<file path="config.mk">
export PLATFORM = sky130hd
export DESIGN_NAME = pwm_quad
export DESIGN_NICKNAME = d
export VERILOG_FILES = /design/src/rtl/pwm_quad_pkg.sv /design/src/rtl/pwm_chan_cfg.sv /design/src/rtl/pwm_wave_gen.sv /design/src/rtl/pwm_quad.sv
export SDC_FILE = /design/constraint.sdc
export NUM_CORES = 1
export LEC_CHECK = 0
export BUFFER_PORTS_ARGS = -buffer_cell sky130_fd_sc_hd__buf_2
export CORE_AREA = 2 2 206 208
export DETAILED_ROUTE_END_ITERATION = 10
export DIE_AREA = 0 0 208 210
export MAX_ROUTING_LAYER = met4
export SLEW_MARGIN = 15
export SYNTH_ARGS = -nofsm -noshare
export SYNTH_HDL_FRONTEND = slang
export SYNTH_SLANG_ARGS = --single-unit
</file>
<file path="constraint.sdc">
create_clock -name clk -period 2.95 [get_ports clk]
set_input_delay 0.295 -clock clk [delete_from_list [all_inputs] [get_ports clk]]
set_output_delay 0.295 -clock clk [all_outputs]
set_load 0.01 [all_outputs]
</file>
<file path="src/rtl/pwm_quad_pkg.sv">
package pwm_quad_pkg;
  // Register offsets inside one 32-byte channel window
  localparam logic [4:0] OFF_DIV  = 5'h00;
  localparam logic [4:0] OFF_PER  = 5'h04;
  localparam logic [4:0] OFF_HIGH = 5'h08;
  localparam logic [4:0] OFF_RUN  = 5'h18;
  localparam int         WIN_BITS = 5;

  typedef struct packed {
    logic div;
    logic per;
    logic high;
    logic run;
  } wr_strobe_t;
endpackage

</file>
<file path="src/rtl/pwm_chan_cfg.sv">
module pwm_chan_cfg
  import pwm_quad_pkg::*;
#(
  parameter int PSC_W  = 8,
  parameter int MOD_W  = 8,
  parameter int DUTY_W = 16
) (
  input  logic              clk,
  input  logic              rst,
  input  wr_strobe_t        wr,
  input  logic [DUTY_W-1:0] wdata,
  input  logic              period_end,
  output logic [PSC_W-1:0]  stg_div,
  output logic [MOD_W-1:0]  stg_per,
  output logic [DUTY_W-1:0] stg_high,
  output logic              run,
  output logic              restart,
  output logic [PSC_W-1:0]  act_div,
  output logic [MOD_W-1:0]  act_per,
  output logic [DUTY_W-1:0] act_high
);
  logic pend;

  // A change of the run bit in either direction restarts the counters
  assign restart = wr.run && (wdata[0] != run);

  always_ff @(posedge clk) begin
    if (rst) begin
      stg_div  <= '0;
      stg_per  <= '0;
      stg_high <= '0;
      act_div  <= '0;
      act_per  <= '0;
      act_high <= '0;
      run      <= 1'b0;
      pend     <= 1'b0;
    end else begin
      // Apply a waiting set at a period boundary, or at once when stopped
      if (pend && (!run || period_end)) begin
        act_div  <= stg_div;
        act_per  <= stg_per;
        act_high <= stg_high;
        pend     <= 1'b0;
      end
      if (wr.div) stg_div <= wdata[PSC_W-1:0];
      if (wr.per) stg_per <= wdata[MOD_W-1:0];
      if (wr.high) begin
        stg_high <= wdata;
        pend     <= 1'b1;
      end
      if (wr.run) run <= wdata[0];
    end
  end

  // active settings of a running channel move only at a boundary
  p_hold_active_r5: assert property (@(posedge clk) disable iff (rst)
    (run && !period_end) |=> ($stable(act_high) && $stable(act_per) && $stable(act_div)));

  // a high-time write always leaves a commit waiting
  p_commit_pending_r4: assert property (@(posedge clk) disable iff (rst)
    wr.high |=> pend);

  // a boundary consumes a waiting commit unless a new one arrives
  p_commit_applied_r5: assert property (@(posedge clk) disable iff (rst)
    (pend && period_end && !wr.high) |=> !pend);
endmodule

</file>
<file path="src/rtl/pwm_wave_gen.sv">
module pwm_wave_gen #(
  parameter int PSC_W  = 8,
  parameter int MOD_W  = 8,
  parameter int DUTY_W = 16
) (
  input  logic              clk,
  input  logic              rst,
  input  logic              run,
  input  logic              restart,
  input  logic [PSC_W-1:0]  act_div,
  input  logic [MOD_W-1:0]  act_per,
  input  logic [DUTY_W-1:0] act_high,
  output logic              period_end,
  output logic              wave
);
  logic [PSC_W-1:0] pre_cnt;
  logic [MOD_W-1:0] step_cnt;
  logic             last_pre;
  logic             last_step;

  assign last_pre   = (pre_cnt == act_div);
  assign last_step  = ((MOD_W+1)'(step_cnt) + (MOD_W+1)'(1)) >= (MOD_W+1)'(act_per);
  assign period_end = run && last_pre && last_step;

  always_ff @(posedge clk) begin
    if (rst || restart) begin
      pre_cnt  <= '0;
      step_cnt <= '0;
    end else if (run) begin
      if (last_pre) begin
        pre_cnt  <= '0;
        step_cnt <= last_step ? '0 : step_cnt + MOD_W'(1);
      end else begin
        pre_cnt <= pre_cnt + PSC_W'(1);
      end
    end
  end

  always_ff @(posedge clk) begin
    if (rst) wave <= 1'b0;
    else     wave <= run && (DUTY_W'(step_cnt) < act_high);
  end

  // divider count never passes its committed limit
  p_pre_bound_r3: assert property (@(posedge clk) disable iff (rst)
    run |-> (pre_cnt <= act_div));

  // step count stays inside the period (a zero period acts as one)
  p_step_bound_r3: assert property (@(posedge clk) disable iff (rst)
    run |-> ((step_cnt < act_per) || (step_cnt == '0)));

  // a stopped channel is low on the next cycle
  p_off_low_r7: assert property (@(posedge clk) disable iff (rst)
    !run |=> !wave);
endmodule

</file>
<file path="src/rtl/pwm_quad.sv">
module pwm_quad
  import pwm_quad_pkg::*;
#(
  parameter int NCH    = 4,
  parameter int PSC_W  = 8,
  parameter int MOD_W  = 8,
  parameter int DUTY_W = 16,
  localparam int CH_W  = (NCH > 1) ? $clog2(NCH) : 1,
  localparam int AW    = CH_W + WIN_BITS,
  localparam int DW    = DUTY_W
) (
  input  logic           clk,
  input  logic           rst,
  input  logic [AW-1:0]  bus_addr,
  input  logic [DW-1:0]  bus_wdata,
  input  logic           bus_we,
  input  logic           bus_re,
  output logic [DW-1:0]  bus_rdata,
  output logic [NCH-1:0] pwm_out
);
  logic [CH_W-1:0]     ch_sel;
  logic [WIN_BITS-1:0] off;
  logic [DW-1:0]       rd_word [NCH];

  assign ch_sel = bus_addr[AW-1:WIN_BITS];
  assign off    = bus_addr[WIN_BITS-1:0];

  for (genvar g = 0; g < NCH; g++) begin : g_ch
    wr_strobe_t        wr;
    logic              hit;
    logic [PSC_W-1:0]  stg_div, act_div;
    logic [MOD_W-1:0]  stg_per, act_per;
    logic [DUTY_W-1:0] stg_high, act_high;
    logic              run, restart, period_end;

    assign hit     = bus_we && (ch_sel == CH_W'(g));
    assign wr.div  = hit && (off == OFF_DIV);
    assign wr.per  = hit && (off == OFF_PER);
    assign wr.high = hit && (off == OFF_HIGH);
    assign wr.run  = hit && (off == OFF_RUN);

    pwm_chan_cfg #(.PSC_W(PSC_W), .MOD_W(MOD_W), .DUTY_W(DUTY_W)) u_cfg (
      .clk(clk), .rst(rst), .wr(wr), .wdata(bus_wdata), .period_end(period_end),
      .stg_div(stg_div), .stg_per(stg_per), .stg_high(stg_high),
      .run(run), .restart(restart),
      .act_div(act_div), .act_per(act_per), .act_high(act_high)
    );

    pwm_wave_gen #(.PSC_W(PSC_W), .MOD_W(MOD_W), .DUTY_W(DUTY_W)) u_gen (
      .clk(clk), .rst(rst), .run(run), .restart(restart),
      .act_div(act_div), .act_per(act_per), .act_high(act_high),
      .period_end(period_end), .wave(pwm_out[g])
    );

    always_comb begin
      case (off)
        OFF_DIV:  rd_word[g] = DW'(stg_div);
        OFF_PER:  rd_word[g] = DW'(stg_per);
        OFF_HIGH: rd_word[g] = stg_high;
        OFF_RUN:  rd_word[g] = DW'(run);
        default:  rd_word[g] = '0;
      endcase
    end
  end

  always_ff @(posedge clk) begin
    if (rst || !bus_re) begin
      bus_rdata <= '0;
    end else begin
      bus_rdata <= '0;
      for (int i = 0; i < NCH; i++)
        if (ch_sel == CH_W'(i)) bus_rdata <= rd_word[i];
    end
  end

  // an idle read port returns zero on the next cycle
  p_rdata_idle_r1: assert property (@(posedge clk) disable iff (rst)
    !bus_re |=> (bus_rdata == '0));
endmodule

</file>
Yosys cells after proc, flatten, opt, wreduce, memory -nomap -nowiden
Cells that the tools add are included.

cells by class
  reduce and logical (&&, ||, !) cells = 64
  mux-type cells = 24
  $lt $le $gt $ge = 8
  $add $sub $neg = 12
  eq/ne operators = 14

operator list
  cell                                                             number
  16-bit one-hot mux with 4 select lines                           4
  8-bit by 1-bit adder with 8-bit output, second input constant    8
  8-bit by 16-bit < comparator with 1-bit output                   4
  16-bit two-way mux                                               4
  8-bit two-way mux                                                8
  1-bit logical AND                                                40
  8-bit by 1-bit adder with 9-bit output, second input constant    4
  9-bit by 8-bit greater-or-equal comparator with 1-bit output     4
  8-bit == test                                                    4
  1-bit logical OR                                                 9
  1-bit two-way mux                                                8
  2-bit AND reduction                                              4
  2-bit nonzero test                                               4
  5-bit by 3-bit == test with 1-bit output, second input constant  1
  5-bit by 4-bit == test with 1-bit output, second input constant  1
  5-bit == test, second input constant                             1
  1-bit zero test                                                  5
  5-bit zero test                                                  1
  2-bit == test, second input constant                             2
  1-bit != test                                                    4
  2-bit by 1-bit == test with 1-bit output, second input constant  1
  2-bit zero test                                                  1

storage, ports and cells
  input port bits = 27
  logic and storage cells = 167
  register bits after elaboration = 348
  output and inout bits = 20

Longest topological paths before layout
Gate-level depths: netlist of run 1.

  depth in word-level cells = 7
  mapped depth = 13
  gate-level depth less buffers = 11

By module
From an unflattened synthesis of run 1, not the netlist that was laid out.

second synthesis, totals
  cells, all modules = 1854
  area total of the unflattened synthesis = 17665.7 um2

by module, submodules not included
  module                             seq. area each (um2)  instances  cells each  area each (um2)
  pwm_chan_cfg                       1321.3                4          252         2665.1
  pwm_wave_gen at g_ch[1].u_gen ...  340.3                 3          162         1298.7
  pwm_quad                           320.3                 1          198         1729.2
  pwm_wave_gen at g_ch[0].u_gen      340.3                 1          162         1380.1

Worst setup path after synthesis of run 1
No wires, ideal clock.

  kind = flip-flop to flip-flop
  start = register g_ch[2].u_gen.step_cnt[2]
  end = register g_ch[2].u_cfg.act_div[2]
  setup time = 0.128 ns
  arrival = 2.753 ns
  clock period less this slack = 2.880 ns
  required time = 2.822 ns
  buffers on the path = 1
  cell stages (with the launch flop) = 13
  setup slack = 0.070 ns
  cells stage by stage = dfxtp_1 > nand3_1 > or2_2 > nor2_1 > xor2_1 > ha_1 > and3_1 > a221oi_2 > o21ai_1 > o221ai_2 > buf_6 > mux2i_1 > nor2_1

on the way
  cells in the longest elaborated chain, start to end = 5

ends and longest elaborated chain
  item                                                          line                RTL
  from (decl)                                                   pwm_wave_gen.sv:17  logic [MOD_W-1:0] step_cnt;
  from (signal assigned)                                        pwm_wave_gen.sv:32  step_cnt <= last_step ? '0 : step_cnt + MOD_W'(1);
  8-bit by 1-bit adder with 9-bit output                        pwm_wave_gen.sv:22  assign last_step = ((MOD_W+1)'(step_cnt) + (MOD_W+1)'(1)) >= (MOD_W+1)'(act_per);
  9-bit by 8-bit greater-or-equal comparator with 1-bit output  pwm_wave_gen.sv:22
  1-bit logical AND                                             pwm_wave_gen.sv:23  assign period_end = run && last_pre && last_step;
  1-bit logical OR                                              pwm_chan_cfg.sv:39  if (pend && (!run || period_end)) begin
  1-bit logical AND                                             pwm_chan_cfg.sv:39
  to (signal assigned)                                          pwm_chan_cfg.sv:40  act_div <= stg_div;
  to (decl)                                                     pwm_chan_cfg.sv:18  output logic [PSC_W-1:0] act_div,

No other way between the ends.
A chain may end at the register's enable or synchronous reset.

Worst setup path in the final report of run 1
  start = register g_ch[2].u_gen.step_cnt[0]
  end = register g_ch[2].u_cfg.act_high[14]

on the way
  cells in the longest elaborated chain, start to end = 5

ends and longest elaborated chain
  item                                                          line                RTL
  8-bit by 1-bit adder with 9-bit output                        pwm_wave_gen.sv:22
  9-bit by 8-bit greater-or-equal comparator with 1-bit output  pwm_wave_gen.sv:22
  1-bit logical AND                                             pwm_wave_gen.sv:23
  1-bit logical OR                                              pwm_chan_cfg.sv:39
  1-bit logical AND                                             pwm_chan_cfg.sv:39
  to (signal assigned)                                          pwm_chan_cfg.sv:42  act_high <= stg_high;
  to (decl)                                                     pwm_chan_cfg.sv:20  output logic [DUTY_W-1:0] act_high

No other way between the ends.

==> impl_metrics.ini, run 1 <==
[run_status]
outcome = finished, final reports clean

[synthesis]
synth_area_leaders = dfxtp_1 (42%), mux2i_1 (13%), nor2_1 (5.2%)
syn_avg_cell_area_um2 = 9.00
yosys.area.top_type = dfxtp_1
synth_nets = 1925
synth_seq_cells = 348
synth-main-ff-cell = dfxtp_1
synthCells = 1830
ys_types = 70
synth_area_um2 = 16500
synth_edf_count = 0
yosys_warnings = 0
yosysSeqAreaShare_pct = 42.3
ys_async_sr_fraction_pct = 0
synth_top_area_share_pct = 42.3

[layout]
post_route_cells_drive_above_1_share_pct = 12.0
fin_nets = 1967
syn_to_final_growth_pct = 14.4
register_area_um2 = 6980
final_cells = 2437
fillers = 3960
multiInputGateArea_um2 = 8750

[drt]
wire_per_inst_um = 17.8
first_pass_iters = 5
ant_nets = 0
drcViolationCount = 0
wirelength_um = 43300
drtIter0Drc = 908
num_vias = 12900
via_per_inst = 5.28

[placed_design]
place.gp.congestion = 0.869
place_hpwl_um = 30100
pre_cts_slack_ns = -0.0334
numPortBuffers = 46
place_inst = 2352

[setup_path]
reg2regPathDepth = 13
r2r_setup_slack_ns = 0.12
crit_type = register to register
cp_cell_sequence = nand3_1 > or2_4 > nor2_2 > xor2_1 > ha_1 > and3_4 > a221oi_4 > o21ai_2 > o221ai_4 > buf_12 > clkbuf_16 > mux2i_1 > nor2_1
critPathArrivalTime_ns = 3.24
cp_slowest_cell = dfxtp_4
max_stage_delay_ns = 0.37
critical_path_required_ns = 3.36
path_buf_inv = 2
crit_fanout = 8
cp-end-kind = register
startpoint_type = register
path_delay_family = simple AND/OR/NAND/NOR gates
timing.rr.end = g_ch[2].u_cfg.act_high[14]$_SDFFE_PP0P_
timing.rr.start = g_ch[2].u_gen.step_cnt[0]$_SDFFE_PP0P_

[cts]
clock_latency_ns = 0.55
cts_sinks = 348
cts-htree-levels = 2
cts_inserted_buffers = 39
holdBufCountCts = 0
clock-root-buffer = clkbuf_16
cts_tree = yes
path_clk_slew_ns = 0.06
cts_buffer_depth = 3

[sta]
max_slew.worst_pin.slew_ns = 0.819
whs_ns = 0.0269
fin_crit_sh_pct = 95.8
finalSetupViolations = 0
slew-limit-headroom_pct = 44.9
setup_slack_ns = 0.123
clock.fmax_mhz = 354
final_max_slew_viol_count = 0
period_needed_ns = 2.83
hold_viol_final = 0
clock_skew_ns = 0.0149

[grt]
first_global_vias = 12200
grt_max_degree = 145
antenna_found_initial = 1
track_usage_pct = 19.8
grt_pass1_wl_um = 67500
grt.overflow.total = 0

[worst_hold_path]
min_from = bus_wdata[12]
worstHoldPathCells = 3
hold_class = input pin to register
whs_endpoint = g_ch[1].u_cfg.stg_high[12]$_SDFFE_PP0P_

[floorplan]
num_rows = 75
die_height_um = 210
ios = 47
dieArea_um2 = 43700
die_w_um = 208
design.core.area_um2 = 41500
start_util_pct = 39.7

[pwr]
power_density_nw_per_um2 = 522
p_total_w = 0.00985
leakage_nw = 7.47
peakVddDrop_uv = 325

[flow_run]
drv_cap = 0
-- Yosys cell counts (16+ instances only) --
master,n
dfxtp_1,348
nor2_1,227
nand2_1,214
mux2i_1,206
a21oi_1,137
nand2b_1,77
ha_1,68
inv_1,61
nand3_1,60
clkbuf_1,58
xor2_1,48
xnor2_1,41
o21ai_0,24
and3_1,17
buf_2,16
-- repair_timing --
| action | in CTS | in global routing |
|---|---|---|
| hold endpoints to repair | 0 | 0 |
| pin swaps | 2 | 12 |
| gates resized for setup | 1 | 23 |
| setup endpoints to repair | 24 | 157 |
| buffers inserted | 1 | 9 |
| gates cloned | 0 | 8 |
-- final cells by class --
type | count | share of cell area, %
sequential | 348 | 37.0
timing repair buffer | 111 | 5.05
inverter | 62 | 1.24
tap | 539 | 3.58
multi-input combinational | 1310 | 46.5
clock inverter | 14 | 0.770
antenna | 1 | 0.0133
clock buffer | 52 | 5.88
-- placed cells by master (no fill, tap or decap), types with 6 or more instances in the layout --
cell type,n
buf_2,45
clkbuf_16,47
a21oi_1,137
nand3_1,58
nand4_1,14
nor2_1,226
ha_1,66
o21ai_0,24
and2_1,11
clkbuf_1,7
o211ai_1,15
buf_4,48
inv_1,61
dfxtp_1,343
a32o_1,10
nor3_1,6
nor4_1,11
nand2b_1,77
xor2_1,48
nor2b_1,9
mux2i_1,205
a22oi_1,12
and3_1,15
nand2_1,214
o21ai_1,9
xnor2_1,38
mux4_2,8
a21o_1,14
clkinv_2,11
buf_12,9
-- routing by layer --
layer,wire length [um],GRT usage [%],share of wire (%),vias up
li1,-,-,-,6320
met1,19700,26.2,46,6128
met2,20000,31.4,46,354
met3,2680,3.41,6.2,61
met4,893,4.96,2.1,0
met5,0,-,0,-
-- logic make-up after synthesis --
family / count (synthesis) / synth area share [%]
buffers and inverters: 172 / 5.32
XOR/XNOR: 89 / 4.73
flip-flops: 348 / 42.3
AND/OR/NAND/NOR: 677 / 19.0
AO/OA/AOI/OAI: 262 / 9.95
adder cells (fa/ha/maj): 68 / 5.16
multiplexers: 214 / 13.6
-- through the flow --
| step | utilization [%] | setup TNS [ns] | area, um^2 |
|---|---|---|---|
| 5_1_grt | 45.4 | -0.340 | 18800 |
| 6_report | 45.4 | 0 | 18800 |
| 4_1_cts | 44.5 | 0 | 18500 |
| 3_3_place_gp | 41.5 | 0 | 17200 |
| 3_5_place_dp | 41.5 | -0.184 | 17200 |
| 2_1_floorplan | - | 0 | 16500 |
-- registers in the layout (all words and copies together) (netlist names) --
signal,count
bus_rdata,16
g_ch.u_cfg.act_div,32
g_ch.u_cfg.act_high,64
g_ch.u_cfg.act_per,32
g_ch.u_cfg.pend,4
g_ch.u_cfg.run,4
g_ch.u_cfg.stg_div,32
g_ch.u_cfg.stg_high,64
g_ch.u_cfg.stg_per,32
g_ch.u_gen.pre_cnt,32
g_ch.u_gen.step_cnt,32
g_ch.u_gen.wave,4
-- report_power, final --
group          total [W]  internal (W)  switching, W  leakage (nW)
registers        0.00471       0.00470    0.00000480          2.80
logic           0.000318     0.0000864      0.000231          4.04
clock network    0.00482       0.00288       0.00194         0.628
total            0.00985       0.00767       0.00217          7.47
-- worst max-delay path by stage --
stage	endpoint	slack, ns	start	cells past startpoint
floorplan	g_ch[2].u_cfg.act_div[2]$_SDFFE_PP0P_	0.07	g_ch[2].u_gen.step_cnt[2]$_SDFFE_PP0P_	12
global placement	g_ch[2].u_cfg.act_div[6]$_SDFFE_PP0P_	0.11	g_ch[2].u_gen.step_cnt[0]$_SDFFE_PP0P_	12
detailed placement	g_ch[2].u_cfg.act_div[1]$_SDFFE_PP0P_	-0.03	g_ch[2].u_gen.step_cnt[0]$_SDFFE_PP0P_	12
CTS	g_ch[0].u_cfg.act_div[6]$_SDFFE_PP0P_	0.01	g_ch[0].u_gen.step_cnt[0]$_SDFFE_PP0P_	12
global route	g_ch[2].u_cfg.act_div[6]$_SDFFE_PP0P_	-0.02	g_ch[2].u_gen.step_cnt[0]$_SDFFE_PP0P_	13
finish	g_ch[2].u_cfg.act_high[14]$_SDFFE_PP0P_	0.12	g_ch[2].u_gen.step_cnt[0]$_SDFFE_PP0P_	13
-- tightest hold or removal path: stages --
cell and delay, ns:
buf_2 0.13, nand2_1 0.06, a21oi_1 0.05
Note: power is estimated with default switching activity, not from simulation.
==> inputs of run 2 (changes only) <==
PLACE_DENSITY = 0.56   (was default)
REMOVE_ABC_BUFFERS = 1   (was default)
==> impl_metrics.ini, run 2 (synthesized netlist as in run 1, its figures left out) <==
[setup_path]
r2r_setup_slack_ns = 0.08
max_stage_delay_ns = 0.33
critical_path_required_ns = 3.38
cp_cell_sequence = ha_1 > nand3_1 > o21a_1 > or2_2 > ha_1 > a21oi_1 > o221ai_1 > a211oi_2 > nand3b_1 > buf_4 > clkbuf_16 > mux2i_1 > nor2_1
crit_fanout = 16
startpoint_type = register
cp_slowest_cell = dfxtp_1
reg2regPathDepth = 13
path_delay_family = compound AO/OA/AOI/OAI gates
cp-end-kind = register
crit_type = register to register
path_buf_inv = 2
critPathArrivalTime_ns = 3.31
path_common_cell = ha_1
timing.rr.end = g_ch[0].u_cfg.act_div[0]$_SDFFE_PP0P_
timing.rr.start = g_ch[0].u_gen.step_cnt[0]$_SDFFE_PP0P_

[cts]
cts-htree-levels = 2
cts_tree = yes
path_clk_slew_ns = 0.06
holdBufCountCts = 0
cts_buffer_depth = 3
cts_inserted_buffers = 40
clock_latency_ns = 0.56
cts_sinks = 348
clock-root-buffer = clkbuf_16

[worst_hold_path]
min_from = bus_wdata[11]
worstHoldPathCells = 3
hold_class = input pin to register
whs_endpoint = g_ch[2].u_cfg.stg_high[11]$_SDFFE_PP0P_

[floorplan]
die_w_um = 208
design.core.area_um2 = 41500
start_util_pct = 39.7
ios = 47
dieArea_um2 = 43700
die_height_um = 210
num_rows = 75

[placed_design]
place_inst = 2353
place.gp.congestion = 0.882
place_hpwl_um = 29900
numPortBuffers = 46

[layout]
reg_top3 = g_ch.u_cfg.act_high: 64 flops, g_ch.u_cfg.stg_high: 64 flops
syn_to_final_growth_pct = 14.1
final_cells = 2441
multiInputGateArea_um2 = 8720
register_area_um2 = 6980
n_antenna_cell = 0
layout_commonest_cell = dfxtp_1
fillers = 4041
fin_nets = 1966
post_route_cells_drive_above_1_share_pct = 12.0
final_cell_mix = dfxtp_1 (343), nor2_1 (225), nand2_1 (214)

[drt]
via_per_inst = 5.28
drtIter0Drc = 830
wire_per_inst_um = 17.8
num_vias = 12900
ant_nets = 0
first_pass_iters = 5
wirelength_um = 43400
drcViolationCount = 0

[sta]
final_max_slew_viol_count = 0
period_needed_ns = 2.87
hold_viol_final = 0
finalSetupViolations = 0
max_slew.worst_pin.slew_ns = 0.898
clock_skew_ns = 0.0159
clock.fmax_mhz = 348
fin_crit_sh_pct = 97.4
slew-limit-headroom_pct = 39.6

[pwr]
power_density_nw_per_um2 = 527
peakVddDrop_uv = 371
leakage_nw = 7.46
p_clk_share_pct = 49.3
swShare_pct = 22.7
p_switching_w = 0.00225
p_int_w = 0.00767
combPwrFrac_pct = 3.2
p_total_w = 0.00991
seqPwrFrac_pct = 47.5

[grt]
track_usage_pct = 19.9
first_global_vias = 12400
grt.overflow.total = 0
grt_pass1_wl_um = 67600
antenna_found_initial = 1
grt_max_degree = 129

[run_status]
outcome = finished, final reports clean

[flow_run]
drv_cap = 0
-- run 2: changes by cell type in the layout (fill, tap and decap cells not counted), sizes merged --
cell,before,now
inv,62,65
clkbuf,59,62
diode,1,0
clkinvlp,0,1
buf,104,103
clkinv,11,12
bufinv,3,1
-- run 2: power by group through the flow --
stage,sequential [W],clock [W],combinational [W]
floorplan,0.00481,0,0.000105
global route,0.00470,0.00520,0.000341
detailed placement,0.00481,0,0.000315
global placement,0.00481,0,0.000314
CTS,0.00471,0.00501,0.000316
finish,0.00471,0.00489,0.000320
-- run 2: area by class of cell --
type	instances	share of cell area (%)
Multi-Input combinational cell	1310	46.4
Clock inverter	17	0.679
Clock buffer	56	6.24
Tap cell	539	3.59
Timing Repair Buffer	109	4.76
Sequential cell	348	37.1
Inverter	62	1.24
-- run 2: per-stage QoR --
stage	util, %	hold WS [ns]	worst slack [ns]	setup TNS, ns	instance area (um^2)
6_report	45.3	0.0212	0.0760	0	18800
5_1_grt	45.3	0.0153	-0.0760	-1.43	18800
4_1_cts	44.7	0.000845	0.000861	0	18500
3_5_place_dp	41.5	0.461	-0.0176	-0.0390	17200
3_3_place_gp	41.5	0.461	0.0774	0	17200
2_1_floorplan	-	0.364	-0.863	-80.76	15800
-- run 2: worst max-delay path by stage --
stage | startpoint | end | slack [ns] | cells past startpoint
2_1_floorplan | g_ch[2].u_gen.step_cnt[2]$_SDFFE_PP0P_ | g_ch[2].u_cfg.act_div[0]$_SDFFE_PP0P_ | -0.86 | 11
3_3_place_gp | g_ch[2].u_gen.step_cnt[1]$_SDFFE_PP0P_ | g_ch[2].u_cfg.act_high[0]$_SDFFE_PP0P_ | 0.08 | 12
3_5_place_dp | g_ch[2].u_gen.step_cnt[1]$_SDFFE_PP0P_ | g_ch[2].u_cfg.act_high[12]$_SDFFE_PP0P_ | -0.02 | 12
4_1_cts | g_ch[2].u_gen.step_cnt[1]$_SDFFE_PP0P_ | g_ch[2].u_cfg.act_high[12]$_SDFFE_PP0P_ | 0.0009 | 12
5_1_grt | g_ch[0].u_gen.step_cnt[0]$_SDFFE_PP0P_ | g_ch[0].u_cfg.act_high[6]$_SDFFE_PP0P_ | -0.08 | 13
6_report | g_ch[0].u_gen.step_cnt[0]$_SDFFE_PP0P_ | g_ch[0].u_cfg.act_div[0]$_SDFFE_PP0P_ | 0.08 | 13
-- run 2: what timing repair did --
item | in CTS | in global routing
gates resized for setup | 1 | 19
gates cloned | 0 | 7
pin swaps | 1 | 9
endpoints found under the setup margin | 14 | 146
buffers inserted | 1 | 7
-- run 2: routing by layer --
metal / share of wire [%] / up-vias / GRT usage (%)
li1: - / 6349 / -
met1: 47 / 6202 / 26.5
met2: 46 / 269 / 32.1
met3: 5.0 / 62 / 2.76
met4: 1.8 / 0 / 4.87
met5: 0 / - / -
-- run 2: tightest hold or removal path: cells and delay by family --
kind	cells	cell delay, ns
buf+inv	1	0.13
compound gates	1	0.05
simple gates	1	0.06
